==> src/rtl/p2f_pkg.sv <==
package p2f_pkg;

  localparam int NPH = 3;

  typedef enum logic [1:0] {
    WM_FIXED = 2'd0,
    WM_FRAC  = 2'd1,
    WM_LONG  = 2'd2
  } width_mode_e;

  function automatic int sum_width(input int sw);
    return sw + $clog2(NPH) + 1;
  endfunction

endpackage

==> src/rtl/p2f_phase_sum.sv <==
module p2f_phase_sum
  import p2f_pkg::*;
#(
  parameter int SW   = 24,
  parameter int SUMW = sum_width(SW)
) (
  input  logic                      clk,
  input  logic                      rst,
  input  logic                      in_valid,
  input  logic [NPH-1:0][SW-1:0]    smp,
  input  logic [NPH-1:0]            en,
  input  logic                      abs_mode,
  output logic signed [SUMW-1:0]    tot,
  output logic                      tot_v
);

  logic signed [SW:0]   term [NPH];
  logic signed [SUMW-1:0] sum_c;

  for (genvar i = 0; i < NPH; i++) begin : g_term
    logic signed [SW:0] ext;
    assign ext = $signed({smp[i][SW-1], smp[i]});
    always_comb begin
      if (!en[i])
        term[i] = '0;
      else if (abs_mode && ext[SW])
        term[i] = -ext;
      else
        term[i] = ext;
    end
  end

  always_comb begin
    sum_c = '0;
    for (int k = 0; k < NPH; k++)
      sum_c = sum_c + SUMW'(term[k]);
  end

  always_ff @(posedge clk) begin
    if (rst) begin
      tot   <= '0;
      tot_v <= 1'b0;
    end else begin
      tot_v <= in_valid;
      if (in_valid)
        tot <= sum_c;
    end
  end

  AST_ABS_NONNEG: assert property (@(posedge clk) disable iff (rst)
    in_valid && abs_mode |=> !tot[SUMW-1]);
  AST_OFF_ZERO: assert property (@(posedge clk) disable iff (rst)
    in_valid && (en == '0) |=> tot == '0);

endmodule

==> src/rtl/p2f_accum.sv <==
module p2f_accum #(
  parameter int SUMW     = 27,
  parameter int NW       = 12,
  parameter int THR_BASE = 1 << 20
) (
  input  logic                   clk,
  input  logic                   rst,
  input  logic signed [SUMW-1:0] tot,
  input  logic                   tot_v,
  input  logic [NW-1:0]          num,
  input  logic [NW-1:0]          den,
  output logic                   fire
);

  localparam int THRW  = $clog2(THR_BASE + 1);
  localparam int INCW  = SUMW + NW + 1;
  localparam int BIGW  = (INCW > THRW + NW + 1) ? INCW : THRW + NW + 1;
  localparam int ACC_W = BIGW + 1;
  localparam logic signed [ACC_W-1:0] ACC_MIN = {1'b1, {(ACC_W-1){1'b0}}};
  localparam logic signed [ACC_W-1:0] ACC_MAX = {1'b0, {(ACC_W-1){1'b1}}};

  logic signed [ACC_W-1:0] acc;
  logic signed [NW:0]      num_s, den_s;
  logic signed [ACC_W-1:0] inc_s, thr_s, sat;
  logic signed [ACC_W:0]   sum_w;

  assign num_s = $signed({1'b0, num});
  assign den_s = $signed({1'b0, den});
  assign inc_s = ACC_W'(tot) * ACC_W'(num_s);
  assign thr_s = ACC_W'(THR_BASE) * ACC_W'(den_s);
  assign sum_w = {acc[ACC_W-1], acc} + {inc_s[ACC_W-1], inc_s};

  always_comb begin
    if (sum_w[ACC_W] != sum_w[ACC_W-1])
      sat = sum_w[ACC_W] ? ACC_MIN : ACC_MAX;
    else
      sat = sum_w[ACC_W-1:0];
  end

  always_ff @(posedge clk) begin
    if (rst) begin
      acc  <= '0;
      fire <= 1'b0;
    end else if (tot_v) begin
      if (sat >= thr_s) begin
        acc  <= sat - thr_s;
        fire <= 1'b1;
      end else begin
        acc  <= sat;
        fire <= 1'b0;
      end
    end else begin
      fire <= 1'b0;
    end
  end

  AST_NEG_NO_FIRE: assert property (@(posedge clk) disable iff (rst)
    tot_v && tot[SUMW-1] |=> !fire);
  AST_NEG_NO_RISE: assert property (@(posedge clk) disable iff (rst)
    tot_v && tot[SUMW-1] |=> acc <= $past(acc));
  AST_IDLE_HOLD: assert property (@(posedge clk) disable iff (rst)
    !tot_v |=> $stable(acc) && !fire);

endmodule

==> src/rtl/p2f_pulse_shaper.sv <==
module p2f_pulse_shaper
  import p2f_pkg::*;
#(
  parameter int NW         = 12,
  parameter int PER_W      = 24,
  parameter int EQ_WIDTH   = 64,
  parameter int LONG_CLKS  = 1_800_000,
  parameter int LONG_WIDTH = 900_000
) (
  input  logic          clk,
  input  logic          rst,
  input  logic          fire,
  input  logic [NW-1:0] num,
  input  logic [NW-1:0] den,
  output logic          pulse_q
);

  localparam int REM_W = PER_W + NW + 1;
  localparam logic [PER_W-1:0] LONG_P = PER_W'(LONG_CLKS);
  localparam logic [PER_W-1:0] PER_MAX = '1;

  logic [PER_W-1:0] per_cnt;
  logic [REM_W-1:0] rem;
  logic [NW-1:0]    step;
  logic [NW:0]      half;
  width_mode_e      mode;
  logic [REM_W-1:0] ld_x;
  logic [NW-1:0]    ld_step;

  assign half = ({1'b0, den} + (NW+1)'(1)) >> 1;

  always_comb begin
    if (per_cnt > LONG_P)
      mode = WM_LONG;
    else if (den > num)
      mode = WM_FRAC;
    else
      mode = WM_FIXED;
  end

  always_comb begin
    case (mode)
      WM_LONG: begin
        ld_x    = REM_W'(LONG_WIDTH);
        ld_step = NW'(1);
      end
      WM_FRAC: begin
        ld_x    = REM_W'(per_cnt) * REM_W'(half);
        ld_step = den;
      end
      default: begin
        ld_x    = REM_W'(EQ_WIDTH);
        ld_step = NW'(1);
      end
    endcase
  end

  always_ff @(posedge clk) begin
    if (rst)
      per_cnt <= '0;
    else if (fire)
      per_cnt <= PER_W'(1);
    else if (per_cnt != PER_MAX)
      per_cnt <= per_cnt + PER_W'(1);
  end

  always_ff @(posedge clk) begin
    if (rst) begin
      pulse_q <= 1'b0;
      rem     <= '0;
      step    <= '0;
    end else if (fire) begin
      pulse_q <= 1'b1;
      rem     <= ld_x;
      step    <= ld_step;
    end else if (pulse_q) begin
      if (rem < REM_W'({step, 1'b0}))
        pulse_q <= 1'b0;
      rem <= rem - REM_W'(step);
    end
  end

  AST_FIRE_RAISES: assert property (@(posedge clk) disable iff (rst)
    fire |=> pulse_q);
  AST_IDLE_LOW: assert property (@(posedge clk) disable iff (rst)
    !pulse_q && !fire |=> !pulse_q);

endmodule

==> src/rtl/p2f_converter.sv <==
module p2f_converter
  import p2f_pkg::*;
#(
  parameter int SW         = 24,
  parameter int NW         = 12,
  parameter int THR_BASE   = 1 << 20,
  parameter int PER_W      = 24,
  parameter int EQ_WIDTH   = 64,
  parameter int LONG_CLKS  = 1_800_000,
  parameter int LONG_WIDTH = 900_000
) (
  input  logic                 clk,
  input  logic                 rst,
  input  logic                 smp_valid,
  input  logic signed [SW-1:0] smp_a,
  input  logic signed [SW-1:0] smp_b,
  input  logic signed [SW-1:0] smp_c,
  input  logic [2:0]           phase_en,
  input  logic                 abs_mode,
  input  logic [NW-1:0]        rate_num,
  input  logic [NW-1:0]        rate_den,
  output logic                 pulse_out
);

  localparam int SUMW = sum_width(SW);

  logic [NPH-1:0][SW-1:0] smp_pk;
  logic signed [SUMW-1:0] tot;
  logic                   tot_v;
  logic                   fire;

  assign smp_pk = {smp_c, smp_b, smp_a};

  p2f_phase_sum #(.SW(SW), .SUMW(SUMW)) u_sum (
    .clk      (clk),
    .rst      (rst),
    .in_valid (smp_valid),
    .smp      (smp_pk),
    .en       (phase_en),
    .abs_mode (abs_mode),
    .tot      (tot),
    .tot_v    (tot_v)
  );

  p2f_accum #(.SUMW(SUMW), .NW(NW), .THR_BASE(THR_BASE)) u_acc (
    .clk   (clk),
    .rst   (rst),
    .tot   (tot),
    .tot_v (tot_v),
    .num   (rate_num),
    .den   (rate_den),
    .fire  (fire)
  );

  p2f_pulse_shaper #(
    .NW(NW), .PER_W(PER_W), .EQ_WIDTH(EQ_WIDTH),
    .LONG_CLKS(LONG_CLKS), .LONG_WIDTH(LONG_WIDTH)
  ) u_shape (
    .clk     (clk),
    .rst     (rst),
    .fire    (fire),
    .num     (rate_num),
    .den     (rate_den),
    .pulse_q (pulse_out)
  );

  AST_RESET_LOW: assert property (@(posedge clk)
    rst |=> !pulse_out);

endmodule

==> config.mk <==
export PLATFORM = sky130hd
export DESIGN_NAME = p2f_converter
export DESIGN_NICKNAME = d
export VERILOG_FILES = /design/src/rtl/p2f_pkg.sv /design/src/rtl/p2f_phase_sum.sv /design/src/rtl/p2f_accum.sv /design/src/rtl/p2f_pulse_shaper.sv /design/src/rtl/p2f_converter.sv
export SDC_FILE = /design/constraint.sdc
export NUM_CORES = 2
export LEC_CHECK = 0
export BUFFER_PORTS_ARGS = -buffer_cell sky130_fd_sc_hd__buf_2
export CAP_MARGIN = 25
export CORE_MARGIN = 2
export CORE_UTILIZATION = 35
export CTS_BUF_LIST = sky130_fd_sc_hd__clkbuf_8
export DETAILED_ROUTE_END_ITERATION = 10
export SKIP_CTS_REPAIR_TIMING = 1
export SYNTH_ARGS = -nofsm -noshare
export SYNTH_HDL_FRONTEND = slang
export SYNTH_SLANG_ARGS = --single-unit
==> constraint.sdc <==
create_clock -name clk -period 10.45 [get_ports clk]
set_clock_uncertainty 0.15 [all_clocks]
set_input_delay 1.5675 -clock clk [delete_from_list [all_inputs] [get_ports clk]]
set_output_delay 1.5675 -clock clk [all_outputs]
set_load 0.05 [all_outputs]
==> results.tsv <==
metric	value	unit
status	completed	
drc_errors	0	
yosysMostFrequentCell	inv_1	
area_growth	12.9	%
cts_buffers	17	
hold_viol_final	0	
antenna_found_initial	6	
pre_cts_slack	-0.558	ns
clock_latency	0.58	ns
fp-row-count	113	
yosysWarnings	0	
multi_input_area	27400	um^2
h-tree-depth	4	
cp.arrival	10.46	ns
syn-num-nets	5002	
die_area	98000	um^2
required	10.78	ns
max_freq	98.7	MHz
critPathLaunchType	primary input	
cpMostUsedCell	fa_1	
ctsRootBufferMaster	clkbuf_8	
avgSynthCellArea	8.22	um^2
dr.pass1.iters	5	
detail-route-antenna-nets	0	
port_buffers	103	
synth_top_cells_by_count	711 x inv_1, 594 x nand2_1, 578 x fa_1	
drive_above_1_share	11.6	%
start_util	35.2	%
die_h	313	um
cts_tree	built	
gp_congestion	0.907	
path_clk_slew	0.11	ns
drt_iter0_markers	1576	
async_flop_share	0	%
via_per_inst	5.04	
cap_violations	0	
endpoint_kind	flip-flop	
worstHoldPathType	flip-flop to flip-flop	
synthCells	4069	
worst_pin_slew	1.02	ns
min_period_over_period	96.9	%
synth_edf_count	0	
syn_area	33400	um^2
synthTopCellsByArea	fa_1 35%, ha_1 9.4%, dfxtp_1 8.6%	
synth_top_area_share	34.6	%
die_w	313	um
routed_wl	94300	um
final-setup-viol-count	0	
ys_seq_area_share	8.62	%
critPathSlowestCell	fa_2	
setup_tns	0	ns
crit_type	primary input to flip-flop	
relSlewSlack	32.0	%
clkSinkCount	144	
clockBufferDepth	2	
finalMaxSlewViolations	0	
grt_pass1_vias	28800	
register_area	2880	um^2
cp_max_fo	21	
grt_overflow	0	
wl_per_cell	17.0	um
nets	5206	
ys_ff_latch	144	
io_pins	104	
grtUsageTotal	19.8	%
yosysTopAreaCell	fa_1	
cpPeakStageDelay	0.67	ns
grt_pass1_wl	155000	um
synth_flop_cell	dfxtp_1	
core	94900	um^2
n_fill_cell	9592	
setup_ws	0.322	ns
place_hpwl	78300	um
grt_max_degree	67	
synthDistinctLibCells	89	
period_minus_slack	10.13	ns
vias	28000	
layout make-up:
class	count	share of cell area [%]
clock inverters	14	0.431
clock buffers	18	0.656
inverters	714	7.11
well taps	1265	4.19
diodes	3	0.0199
flip-flops and latches	144	7.64
repair buffers	381	7.23
multi-input cells	3015	72.7
final timing paths:
| kind | start | endpoint | slack [ns] | depth (start not counted) |
|---|---|---|---|---|
| worst max-delay path | rate_num[1] | u_acc.acc[24] | 0.32 | 38 |
| worst min-delay path | u_acc.acc[7] | u_acc.acc[7] | 0.32 | 2 |
| worst max register to register | u_sum.tot[26] | u_acc.acc[24] | 0.67 | 37 |
| worst min register to register | u_acc.acc[7] | u_acc.acc[7] | 0.32 | 2 |
registers in the layout (all words and copies together), names as in the netlist:
register	count
u_shape.pulse_q	1
u_acc.fire	1
u_shape.step	12
u_shape.rem	37
u_sum.tot_v	1
u_acc.acc	41
u_shape.per_cnt	24
u_sum.tot	27
worst max-delay path, delay by kind of cell:
| family | cells | cell delay (ns) |
|---|---|---|
| mux | 1 | 0.08 |
| buf+inv | 9 | 1.00 |
| xor+xnor | 1 | 0.21 |
| simple gates | 7 | 1.49 |
| compound gates | 11 | 2.06 |
| fa+ha+maj | 9 | 4.05 |
cells in the final DEF (no fill, tap or decap), types with 29 or more instances in the layout:
cell	netlist	layout
o21ai_0	107	100
nor2b_1	72	72
nand2b_1	34	34
and2_1	188	185
nand3_1	59	58
fa_1	578	573
dfxtp_1	144	143
nor2_1	236	235
buf_4	0	272
buf_2	7	94
inv_1	711	709
ha_1	252	241
mux2i_1	29	29
a21o_1	52	52
a21oi_1	154	144
nand2_1	594	593
nor3_1	56	55
and3_1	31	29
xor2_1	87	86
xnor2_1	114	105
a211oi_1	33	31
kinds of logic after synthesis:
kind of cell,synth area share [%]
AO/OA/AOI/OAI,11.4
buffers and inverters,10.3
XOR/XNOR,5.27
AND/OR/NAND/NOR,19.5
multiplexers,0.969
adder cells (fa/ha/maj),44.0
flip-flops,8.62
per-layer routing:
metal	GRT usage (%)	vias up	routed length [um]
met5	0	-	13
met2	33.1	608	44800
li1	-	13300	-
met4	4.10	2	1440
met3	2.14	78	4180
met1	27.8	14000	43900
stage by stage:
stage | cell area, um^2 | cells | hold slack, ns | util [%]
finish | 37700 | 5554 | 0.321 | 39.8
CTS | 37400 | 5543 | 0.324 | 39.4
global placement | 37000 | 5511 | 0.300 | 39.0
detailed placement | 37000 | 5511 | 0.308 | 39.0
global route | 37700 | 5553 | 0.345 | 39.8
floorplan | 33600 | 4069 | 0.275 | -
Power is not shown: default switching activity piles up to over one toggle a cycle in this logic, so the estimate is an artifact.
